## config.mk

```make
export PLATFORM = sky130hd
export DESIGN_NAME = sar_serial_seq
export DESIGN_NICKNAME = d
export VERILOG_FILES = /design/src/rtl/sar_serial_pkg.sv /design/src/rtl/sar_seq_ctrl.sv /design/src/rtl/sar_bit_counter.sv /design/src/rtl/sar_trial_stream.sv /design/src/rtl/sar_decision_reg.sv /design/src/rtl/sar_serial_seq.sv
export SDC_FILE = /design/constraint.sdc
export NUM_CORES = 1
export LEC_CHECK = 0
export ABC_AREA = 0
export BUFFER_PORTS_ARGS = -buffer_cell sky130_fd_sc_hd__buf_2
export CORE_MARGIN = 4
export CORE_UTILIZATION = 45
export CTS_CLUSTER_DIAMETER = 80
export CTS_CLUSTER_SIZE = 10
export DETAILED_ROUTE_END_ITERATION = 8
export PLACE_DENSITY = 0.74
export SLEW_MARGIN = 20
export SYNTH_ARGS = -nofsm -noshare
export SYNTH_HDL_FRONTEND = slang
export SYNTH_SLANG_ARGS = --single-unit
```

## constraint.sdc

```tcl
create_clock -name clk -period 1.73 [get_ports clk]
set_input_delay 0.0865 -clock clk [delete_from_list [all_inputs] [get_ports clk]]
set_output_delay 0.0865 -clock clk [all_outputs]
set_load 0.02 [all_outputs]
```

## src/rtl/sar_serial_pkg.sv

```systemverilog
package sar_serial_pkg;

  typedef enum logic [1:0] {
    ST_IDLE  = 2'd0,
    ST_LOAD  = 2'd1,
    ST_SHARE = 2'd2,
    ST_CMP   = 2'd3
  } sar_state_t;

  // charge strobes needed by one full conversion of n bits
  function automatic int unsigned charge_steps_total(input int unsigned n);
    return n * (n + 1);
  endfunction

  // clock edges from start acceptance to done
  function automatic int unsigned conv_cycles(input int unsigned n);
    return n * (n + 1) + n;
  endfunction

  // index width for counters over n positions
  function automatic int unsigned idx_width(input int unsigned n);
    return (n > 1) ? $clog2(n) : 1;
  endfunction

endpackage

```

## src/rtl/sar_seq_ctrl.sv

```systemverilog
module sar_seq_ctrl
  import sar_serial_pkg::*;
(
  input  logic       clk,
  input  logic       rst_n,
  input  logic       start,
  input  logic       last_bit,
  input  logic       last_dec,
  output sar_state_t state,
  output logic       conv_start,
  output logic       conv_done,
  output logic       bit_adv,
  output logic       dec_adv
);

  sar_state_t state_nx;

  always_comb begin
    state_nx = state;
    unique case (state)
      ST_IDLE:  if (start) state_nx = ST_LOAD;
      ST_LOAD:  state_nx = ST_SHARE;
      ST_SHARE: state_nx = last_bit ? ST_CMP : ST_LOAD;
      ST_CMP:   state_nx = last_dec ? ST_IDLE : ST_LOAD;
      default:  state_nx = ST_IDLE;
    endcase
  end

  always_ff @(posedge clk) begin
    if (!rst_n) state <= ST_IDLE;
    else        state <= state_nx;
  end

  assign conv_start = (state == ST_IDLE) && start;
  assign conv_done  = (state == ST_CMP) && last_dec;
  assign bit_adv    = (state == ST_SHARE) && !last_bit;
  assign dec_adv    = (state == ST_CMP) && !last_dec;

endmodule

```

## src/rtl/sar_bit_counter.sv

```systemverilog
module sar_bit_counter #(
  parameter int RES_BITS = 4,
  parameter int IDX_W    = 2
) (
  input  logic             clk,
  input  logic             rst_n,
  input  logic             conv_start,
  input  logic             bit_adv,
  input  logic             dec_adv,
  output logic [IDX_W-1:0] dec_idx,
  output logic [IDX_W-1:0] bit_pos,
  output logic             last_bit,
  output logic             last_dec
);

  localparam logic [IDX_W-1:0] LAST_DEC_IDX = IDX_W'(RES_BITS - 1);

  always_ff @(posedge clk) begin
    if (!rst_n || conv_start) begin
      dec_idx <= '0;
      bit_pos <= '0;
    end else if (bit_adv) begin
      bit_pos <= bit_pos + 1'b1;
    end else if (dec_adv) begin
      bit_pos <= '0;
      dec_idx <= dec_idx + 1'b1;
    end
  end

  // decision (dec_idx+1) streams dec_idx+1 bits: positions 0..dec_idx
  assign last_bit = (bit_pos == dec_idx);
  assign last_dec = (dec_idx == LAST_DEC_IDX);

endmodule

```

## src/rtl/sar_trial_stream.sv

```systemverilog
module sar_trial_stream #(
  parameter int RES_BITS = 4,
  parameter int IDX_W    = 2
) (
  input  logic                streaming,
  input  logic [RES_BITS-1:0] work,
  input  logic [IDX_W-1:0]    dec_idx,
  input  logic [IDX_W-1:0]    bit_pos,
  output logic                dac_bit
);

  // Trial word of decision L = dec_idx+1, sent lowest weight first.
  // Position 0 is the trial 1. Position p >= 1 carries the settled bit
  // stored at work[RES_BITS-1-dec_idx+p]; the last one is work[RES_BITS-1].
  function automatic logic pick_bit(input logic [RES_BITS-1:0] w,
                                    input int unsigned d,
                                    input int unsigned p);
    logic r;
    int unsigned sel;
    r = 1'b1;
    if (p != 0) begin
      sel = RES_BITS - 1 - d + p;
      r = 1'b0;
      for (int j = 0; j < RES_BITS; j++)
        if (sel == j) r = w[j];
    end
    return r;
  endfunction

  assign dac_bit = streaming &&
                   pick_bit(work, int'(unsigned'(dec_idx)), int'(unsigned'(bit_pos)));

endmodule

```

## src/rtl/sar_decision_reg.sv

```systemverilog
module sar_decision_reg #(
  parameter int RES_BITS = 4,
  parameter int IDX_W    = 2
) (
  input  logic                clk,
  input  logic                rst_n,
  input  logic                conv_start,
  input  logic                capture,
  input  logic                conv_done,
  input  logic [IDX_W-1:0]    dec_idx,
  input  logic                cmp_in,
  output logic [RES_BITS-1:0] work,
  output logic [RES_BITS-1:0] result,
  output logic                done
);

  logic [RES_BITS-1:0] work_nx;

  // one cell per result bit; decision dec_idx owns bit RES_BITS-1-dec_idx
  for (genvar i = 0; i < RES_BITS; i++) begin : g_cell
    logic own;
    assign own = capture && (dec_idx == IDX_W'(RES_BITS - 1 - i));
    assign work_nx[i] = conv_start ? 1'b0 : (own ? cmp_in : work[i]);
  end

  always_ff @(posedge clk) begin
    if (!rst_n) work <= '0;
    else        work <= work_nx;
  end

  always_ff @(posedge clk) begin
    if (!rst_n) begin
      result <= '0;
      done   <= 1'b0;
    end else if (conv_done) begin
      result <= work_nx;
      done   <= 1'b1;
    end else if (conv_start) begin
      done   <= 1'b0;
    end
  end

endmodule

```

## src/rtl/sar_serial_seq.sv

```systemverilog
module sar_serial_seq
  import sar_serial_pkg::*;
#(
  parameter int RES_BITS = 4
) (
  input  logic                clk,
  input  logic                rst_n,
  input  logic                start,
  input  logic                cmp_in,
  output logic                dac_bit,
  output logic                chg_load,
  output logic                chg_share,
  output logic                cmp_strobe,
  output logic [RES_BITS-1:0] result,
  output logic                done
);

  localparam int IDX_W = idx_width(RES_BITS);

  sar_state_t          state;
  logic                conv_start;
  logic                conv_done;
  logic                bit_adv;
  logic                dec_adv;
  logic                last_bit;
  logic                last_dec;
  logic [IDX_W-1:0]    dec_idx;
  logic [IDX_W-1:0]    bit_pos;
  logic [RES_BITS-1:0] work;
  logic                streaming;

  sar_seq_ctrl u_ctrl (
    .clk        (clk),
    .rst_n      (rst_n),
    .start      (start),
    .last_bit   (last_bit),
    .last_dec   (last_dec),
    .state      (state),
    .conv_start (conv_start),
    .conv_done  (conv_done),
    .bit_adv    (bit_adv),
    .dec_adv    (dec_adv)
  );

  sar_bit_counter #(.RES_BITS(RES_BITS), .IDX_W(IDX_W)) u_cnt (
    .clk        (clk),
    .rst_n      (rst_n),
    .conv_start (conv_start),
    .bit_adv    (bit_adv),
    .dec_adv    (dec_adv),
    .dec_idx    (dec_idx),
    .bit_pos    (bit_pos),
    .last_bit   (last_bit),
    .last_dec   (last_dec)
  );

  assign streaming  = (state == ST_LOAD) || (state == ST_SHARE);
  assign chg_load   = (state == ST_LOAD);
  assign chg_share  = (state == ST_SHARE);
  assign cmp_strobe = (state == ST_CMP);

  sar_trial_stream #(.RES_BITS(RES_BITS), .IDX_W(IDX_W)) u_stream (
    .streaming (streaming),
    .work      (work),
    .dec_idx   (dec_idx),
    .bit_pos   (bit_pos),
    .dac_bit   (dac_bit)
  );

  sar_decision_reg #(.RES_BITS(RES_BITS), .IDX_W(IDX_W)) u_dec (
    .clk        (clk),
    .rst_n      (rst_n),
    .conv_start (conv_start),
    .capture    (cmp_strobe),
    .conv_done  (conv_done),
    .dec_idx    (dec_idx),
    .cmp_in     (cmp_in),
    .work       (work),
    .result     (result),
    .done       (done)
  );

endmodule

```

==> results of run 1 <==
through the flow:
step,cells,total power (W),TNS [ns],worst slack [ns],util (%)
floorplan,88,0.000704,-0.0325,-0.0325,-
global placement,134,0.000819,-0.117,-0.117,56.6
detailed placement,134,0.000831,-0.149,-0.149,56.6
CTS,138,0.00107,-0.427,-0.427,59.5
global route,139,0.00116,-0.473,-0.473,61.4
finish,139,0.00107,-0.391,-0.391,61.4
power by group through the flow:
stage	Combinational (W)	Clock (W)	Sequential [W]
after floorplan	0.000298	0	0.000406
after global placement	0.000419	0	0.000400
after detailed placement	0.000430	0	0.000401
after CTS	0.000467	0.000208	0.000393
after global routing	0.000530	0.000233	0.000400
final	0.000474	0.000200	0.000396
final cells by class:
cell class / instances / area, um2
clock inverters: 1 / 5.00
well taps: 25 / 31.3
fillers: 162 / 674
multi-input cells: 64 / 527
repair buffers: 24 / 156
clock buffers: 3 / 22.5
flip-flops and latches: 15 / 303
inverters: 7 / 26.3
tightest hold or removal path, delay by kind of cell:
kind	cells	cell delay, ns
buf+inv	1	0.13
compound gates	1	0.06
simple gates	1	0.08
state kept, by name, indices dropped and copies added (netlist names):
| register | flops |
|---|---|
| u_dec.result | 4 |
| u_dec.work | 4 |
| u_cnt.bit_pos | 2 |
| u_cnt.dec_idx | 2 |
| u_ctrl.state | 2 |
| u_dec.done | 1 |
cell usage in the layout (no fill, tap or decap), types with 2 or more instances in the layout:
cell / count
dfxtp_1: 13
buf_4: 12
buf_2: 11
nand2_1: 10
ha_1: 10
a21oi_1: 7
inv_1: 6
nand3_1: 5
o21ai_0: 5
nor2_1: 4
mux2i_1: 3
clkbuf_4: 3
nand2b_1: 2
nand3b_1: 2
nand4_1: 2
ha_4: 2
dfxtp_2: 2
per-layer routing:
metal / GRT usage, % / vias up
met4: 5.38 / 0
li1: - / 359
met2: 26.4 / 24
met5: 0 / -
met3: 5.25 / 2
met1: 18.6 / 332
timing repair:
item,4_1_cts,5_1_grt
buffers inserted,0,1
pin swaps,0,1
endpoints found under the hold margin,0,0
gates resized for setup,5,4
setup endpoints to repair,1,4
logic make-up (layout without fill, tap and decap cells):
family | count (synthesis) | in the layout | share of synthesized area, %
AO/OA/AOI/OAI | 18 | 18 | 13.1
AND/OR/NAND/NOR | 29 | 29 | 18.1
flip-flops | 15 | 15 | 36.1
adder cells (fa/ha/maj) | 13 | 13 | 20.5
multiplexers | 4 | 4 | 6.33
buffers and inverters | 9 | 35 | 5.87
worst paths after layout:
check             cells after the start             start  slack (ns)                to
setup reg to reg                      5  u_cnt.dec_idx[0]        0.15  u_cnt.dec_idx[1]
setup / recovery                      7  u_cnt.dec_idx[0]       -0.39           dac_bit
hold / removal                        3             rst_n        0.10   u_dec.result[1]
hold reg to reg                       2        u_dec.done        0.46        u_dec.done
==> results.md, run 1 <==
- Outcome: complete, but fails checks
- Violated checks: setup timing
- GR Overflow Total: 0
- Met2 wire length: 813 um
- Bufs and invs on worst path: 2
- Post-synth top area share: 36.1%
- CP Capture Type: output port
- Num CTS Buffers: 3
- Chain of cells forming the critical path: inv_2 -> ha_4 -> fa_1 -> mux4_2 -> nor2b_4 -> o21a_2 -> buf_6
- Worst clock skew: 0.00501 ns
- Initial antenna violation count: 0
- DRC viols: 0
- Count leader, synth: dfxtp_1
- Cell internal pwr: 0.000677 W
- Post-Syn Instances: 88
- Met3 Wirelength: 110 um
- Top layer in use: met4
- Diode count: 0
- Seq/Total Area, Yosys: 36.1%
- Max_slew headroom: 82.1%
- Fin. Hold Viols: 0
- Die Span Y: 51.0 um
- Hold_buf cts: 0
- Post-synth cell types: 25
- Clock Latency Late Sink: 0.28 ns
- Cell Area, Synth: 831 um2
- Largest fanout on the critical path: 2
- Overall Global Routing Usage: 15.7%
- Worst path slowest cell: fa_1
- Area leader, netlist: dfxtp_1
- Drt wl/cell: 12.1 um
- Fin crit period: 2.12 ns
- Power share of the clock group: 18.7%
- # IOs: 13
- Nets: 132
- Final hold slack: 0.101 ns
- Final period utilization: 123%
- Via count: 717
- Crit-path leading delay family: adder cells
- Input/output buffers: 12
- H-Tree Depth: 1
- Top cells by area, synth: dfxtp_1 (36%), ha_1 (18%), nand2_1 (4.5%)
- Setup CP Type: reg2out
- Clock sink total: 15
- WL met1: 746 um
- PwrDens: 999 nW/um2
- CTS root buffer: clkbuf_4
- Crit path launch type: register
- Max-cap violations: 0
- Syn_nets: 105
- Area growth syn-to-layout: 28.9%
- Register share of total power: 37.0%
- Largest net degree at the start of global routing: 10
- Worst-path clk slew: 0.09 ns
- DR iter-0 viols: 11
- Die ar.: 2600 um2
- Worst Tran Pin Value: 0.261 ns
- Peak Freq: 471 MHz
- Post-synth top cells: dfxtp_1 (15), ha_1 (12), nand2_1 (10)
- Unrepaired setup endpoints after global routing: yes
- Routability cong.: 0.833
- Sw frac: 36.7%
- Crit path DAT: 2.03 ns
- P_sw: 0.000393 W
- # rows: 15
- Hpwl dp: 1.35 mm
- TritonCTS clock tree: yes
- DR vias/cell: 5.16
- Fraction of layout cells with a size suffix above 1: 32.5%
- Req. time, crit path: 1.64 ns
- Combinational share of power: 44.3%
- HP Class: in2reg
- FFs w/ async S/R, synth: 0%
- Global-route wire length before repair: 3.04 mm
- Area of placed instances: 987 um2
- # setup viols final: 1
- Synthesized flop and latch total: 15
- Worst vdd ir: 0.639 mV
- Core Area: 1750 um2
- Yosys warnings: 0
- Drt total wl: 1.69 mm
- EDFF count, synth: 0
- Design area: 1070 um2
- Initial Util: 47.6%
- Antenna viol nets, final: 0
- Worst stage delay on the critical path: 0.48 ns
- Setup ws final: -0.391 ns
- Die X: 51.0 um
- TritonRoute pass-1 iters: 4
- Mapped Avg Cell Area: 9.44 um2
- Worst-case clock buffer depth: 2
- Leakage: 0.467 nW
- Vias in the first global route: 704
- Fin. max-slew vios: 0
- Main flop type after synthesis: dfxtp_1
Note: power is estimated with default switching activity, not from simulation.
==> run 2: changes to the inputs <==
CORE_MARGIN = 3   (was 4)
REMOVE_ABC_BUFFERS = 1   (was unset)
SKIP_LAST_GASP = 1   (was unset)
==> results.md, run 2 (synthesis results as in run 1) <==
- HP Class: in2reg
- Hpwl dp: 1.40 mm
- Area growth syn-to-layout: 27.1%
- DR iter-0 viols: 5
- Worst path slowest cell: fa_1
- Largest net degree at the start of global routing: 10
- Req. time, crit path: 1.64 ns
- Diode count: 0
- Input/output buffers: 12
- Most frequent cells in the layout: buf_4 (13), dfxtp_1 (13), ha_1 (11), buf_2 (11), nand2_1 (10)
- Largest fanout on the critical path: 2
- Die ar.: 2400 um2
- Unrepaired setup endpoints after global routing: yes
- H-Tree Depth: 1
- Leakage: 0.470 nW
- Fin. max-slew vios: 0
- Overall Global Routing Usage: 16.0%
- Antenna viol nets, final: 0
- Worst Tran Pin Value: 0.266 ns
- Area of placed instances: 988 um2
- Chain of cells forming the critical path: inv_2 -> ha_4 -> fa_1 -> mux4_2 -> nor2b_4 -> o21a_1 -> buf_6
- Via count: 709
- Fraction of layout cells with a size suffix above 1: 31.3%
- DRC viols: 0
- Reg-to-reg slack, setup: 0.13 ns
- Drt wl/cell: 12.1 um
- GR Overflow Total: 0
- Fin crit period: 2.11 ns
- Clock Latency Late Sink: 0.28 ns
- Num CTS Buffers: 3
- # setup viols final: 1
- Crit path launch type: register
- CP Capture Type: output port
- Peak Freq: 475 MHz
- Largest registers: u_dec.result: 4 flops, u_dec.work: 4 flops
- Total power: 0.00106 W
- Vias in the first global route: 727
- Fin cells: 139
- # IOs: 13
- Power share of the clock group: 19.0%
- Max-cap violations: 0
- TritonCTS clock tree: yes
- Design area: 1060 um2
- Initial Util: 51.6%
- Placed insts: 134
- DR vias/cell: 5.10
- Clock sink total: 15
- PwrDens: 1000 nW/um2
- Crit path DAT: 2.02 ns
- Setup ws final: -0.376 ns
- Fin util: 65.5%
- # rows: 14
- Worst clock skew: 0.00473 ns
- Die Span Y: 49.0 um
- Die X: 49.0 um
- Outcome: complete, but fails checks
- Initial antenna violation count: 0
- Fin. Hold Viols: 0
- Violated checks: setup timing
- Routability cong.: 0.774
- Worst-case clock buffer depth: 2
- Max_slew headroom: 82.2%
- Combinational share of power: 43.4%
- Register share of total power: 37.5%
- Nets: 133
- Cell internal pwr: 0.000668 W
- Sw frac: 36.9%
- Core Area: 1610 um2
- Worst-path clk slew: 0.10 ns
- Setup TNS: -0.376 ns
- CTS root buffer: clkbuf_4
- Drt total wl: 1.69 mm
- Global-route wire length before repair: 3.06 mm
- Worst stage delay on the critical path: 0.49 ns
- Worst vdd ir: 0.702 mV
- P_sw: 0.000390 W
- TritonRoute pass-1 iters: 4
- Final period utilization: 122%
- Setup CP Type: reg2out
run 2: per-stage QoR:
step	worst slack, ns	hold slack (ns)
floorplan	-0.101	0.225
global placement	-0.128	0.399
detailed placement	-0.158	0.404
CTS	-0.460	0.110
global route	-0.432	0.121
finish	-0.376	0.115
run 2: per-layer routing:
metal / vias up / track usage (%) / part of all wire, %
met5: - / 0 / 0
met4: 0 / 3.32 / 0
met3: 0 / 3.06 / 3.7
met2: 13 / 29.9 / 51
met1: 330 / 18.8 / 45
li1: 366 / - / -
run 2: final timing paths:
kind                                        from               end  cells after the start
worst min register to register        u_dec.done        u_dec.done                      2
worst max-delay path            u_cnt.dec_idx[0]           dac_bit                      7
worst max register to register  u_cnt.dec_idx[1]  u_cnt.dec_idx[1]                      6
worst min-delay path                       rst_n   u_dec.result[1]                      3
run 2: layout make-up:
type                            instances  area, um2
Sequential cell                        15        303
Timing Repair Buffer                   25        164
Fill cell                             142        556
Inverter                                7       26.3
Clock inverter                          1       5.00
Tap cell                               24       30.0
Clock buffer                            3       22.5
Multi-Input combinational cell         64        505
run 2: repair_timing:
action / in CTS / in global routing
resized for setup: 8 / 2
hold buffers: 0 / 0
endpoints found under the hold margin: 0 / 0
setup buffers: 1 / 0
endpoints found under the setup margin: 1 / 2
cloned: 0 / 0
pin swaps: 3 / 2
run 2: power groups by stage:
stage,combinational (W),sequential (W),clock [W]
global route,0.000506,0.000402,0.000221
CTS,0.000463,0.000395,0.000205
detailed placement,0.000422,0.000403,0
floorplan,0.000272,0.000405,0
finish,0.000460,0.000397,0.000201
global placement,0.000409,0.000400,0
run 2: worst max-delay path: cells and delay by family (launching register included):
| kind | cells | cell delay (ns) |
|---|---|---|
| adder cells (fa/ha/maj) | 2 | 0.64 |
| multiplexers | 1 | 0.29 |
| buffers and inverters | 2 | 0.17 |
| AND/OR/NAND/NOR | 1 | 0.14 |
| flip-flops | 1 | 0.34 |
| AO/OA/AOI/OAI | 1 | 0.17 |
==> run 3: changes to the inputs <==
==> constraint.sdc (replaced) <==
create_clock -name clk -period 1.73 [get_ports clk]
set_input_delay 0.173 -clock clk [delete_from_list [all_inputs] [get_ports clk]]
set_output_delay 0.173 -clock clk [all_outputs]
set_load 0.02 [all_outputs]
==> results.md, run 3 (synthesis results as in run 1) <==
- Worst Tran Pin Value: 0.290 ns
- Worst-case clock buffer depth: 2
- TritonRoute pass-1 iters: 4
- Initial antenna violation count: 0
- Num CTS Buffers: 3
- Initial Util: 51.6%
- Setup CP Type: reg2out
- GR Overflow Total: 0
- Global-route wire length before repair: 3.28 mm
- Design area: 1050 um2
- Req. time, crit path: 1.56 ns
- Clock Latency Late Sink: 0.28 ns
- Outcome: complete, but fails checks
- Vias in the first global route: 703
- Routability cong.: 0.792
- Final period utilization: 128%
- Largest net degree at the start of global routing: 9
- Crit path launch type: register
- CP Capture Type: output port
- Area growth syn-to-layout: 27.0%
- Worst vdd ir: 0.761 mV
- Fin. Hold Viols: 0
- # setup viols final: 1
- Core Area: 1610 um2
- DR vias/cell: 5.18
- Final hold slack: 0.203 ns
- PwrDens: 1020 nW/um2
- Clock sink total: 15
- Input/output buffers: 12
- Fin util: 65.5%
- HP Class: in2reg
- Fraction of layout cells with a size suffix above 1: 30.4%
- # rows: 14
- Via count: 720
- Nets: 133
- Die Span Y: 49.0 um
- Max_slew headroom: 80.5%
- TritonCTS clock tree: yes
- Max-cap violations: 0
- Overall Global Routing Usage: 17.7%
- Total power: 0.00108 W
- H-Tree Depth: 1
- Die X: 49.0 um
- Fin crit period: 2.22 ns
- DRC viols: 0
- Pre-CTS setup slack: -0.270 ns
- # IOs: 13
- Crit path DAT: 2.05 ns
- Met3 Wirelength: 56 um
- Largest fanout on the critical path: 2
- Die ar.: 2400 um2
- Area of placed instances: 988 um2
- WL met1: 854 um
- Leakage: 0.467 nW
- Violated checks: setup timing
- Drt total wl: 1.84 mm
- Worst clock skew: 0.000645 ns
- Antenna viol nets, final: 0
- Drt wl/cell: 13.3 um
- Worst-path clk slew: 0.09 ns
- CTS root buffer: clkbuf_4
- Top layer in use: met4
- Met2 wire length: 919 um
- Largest registers: u_dec.result: 4 flops, u_dec.work: 4 flops
- FILL cells: 146
- Hold_buf cts: 0
- Fin. max-slew vios: 0
- Setup ws final: -0.492 ns
- DR iter-0 viols: 19
- Most frequent cells in the layout: buf_4 (13), dfxtp_1 (13), ha_1 (11), buf_2 (11), nand2_1 (10)
- Diode count: 0
- Peak Freq: 450 MHz
- Unrepaired setup endpoints after global routing: yes
- Hpwl dp: 1.45 mm
run 3: path summary, 6_finish.rpt:
check                           depth (start not counted)                to  slack (ns)             start
worst max register to register                          6  u_cnt.dec_idx[1]        0.08  u_cnt.dec_idx[1]
worst min-delay path                                    3   u_dec.result[1]        0.20             rst_n
worst min register to register                          2   u_dec.result[0]        0.46   u_dec.result[0]
worst max-delay path                                    7           dac_bit       -0.49  u_cnt.dec_idx[0]
run 3: area by class of cell:
type                            instances  area [um2]  share of cell area [%]
Tap cell                               24        30.0                    2.85
Clock buffer                            4        26.3                    2.49
Multi-Input combinational cell         64         505                    47.9
Sequential cell                        15         303                    28.7
Inverter                                7        26.3                    2.49
Timing Repair Buffer                   25         164                    15.5
run 3: layer usage:
| metal | track usage, % | vias up |
|---|---|---|
| met5 | 0 | - |
| met4 | 5.69 | 0 |
| met3 | 4.59 | 4 |
| met2 | 29.9 | 13 |
| met1 | 21.9 | 338 |
| li1 | - | 365 |
run 3: repair_timing:
item / CTS / global route
resized for setup: 8 / 2
pin swaps: 3 / 2
buffers inserted: 1 / 0
endpoints found under the setup margin: 1 / 3
run 3: stage by stage:
stage / cells / setup TNS (ns)
after floorplan: 86 / -0.188
after global placement: 134 / -0.217
after detailed placement: 134 / -0.270
after CTS: 139 / -0.579
after global routing: 139 / -0.615
final: 139 / -0.492
run 3: report_power, final:
part | leakage [nW] | total [W] | switching (W) | internal [W]
clock | 0.0150 | 0.000204 | 0.000114 | 0.0000896
sequential | 0.122 | 0.000399 | 0.0000250 | 0.000374
combinational | 0.330 | 0.000472 | 0.000263 | 0.000209
run 3: worst max-delay path, stage by stage, from the launching register on:
cell and delay (ns):
dfxtp_2 0.34, inv_2 0.05, ha_4 0.15, fa_1 0.48, mux4_2 0.30, nor2b_4 0.14, o21a_1 0.18, buf_6 0.13
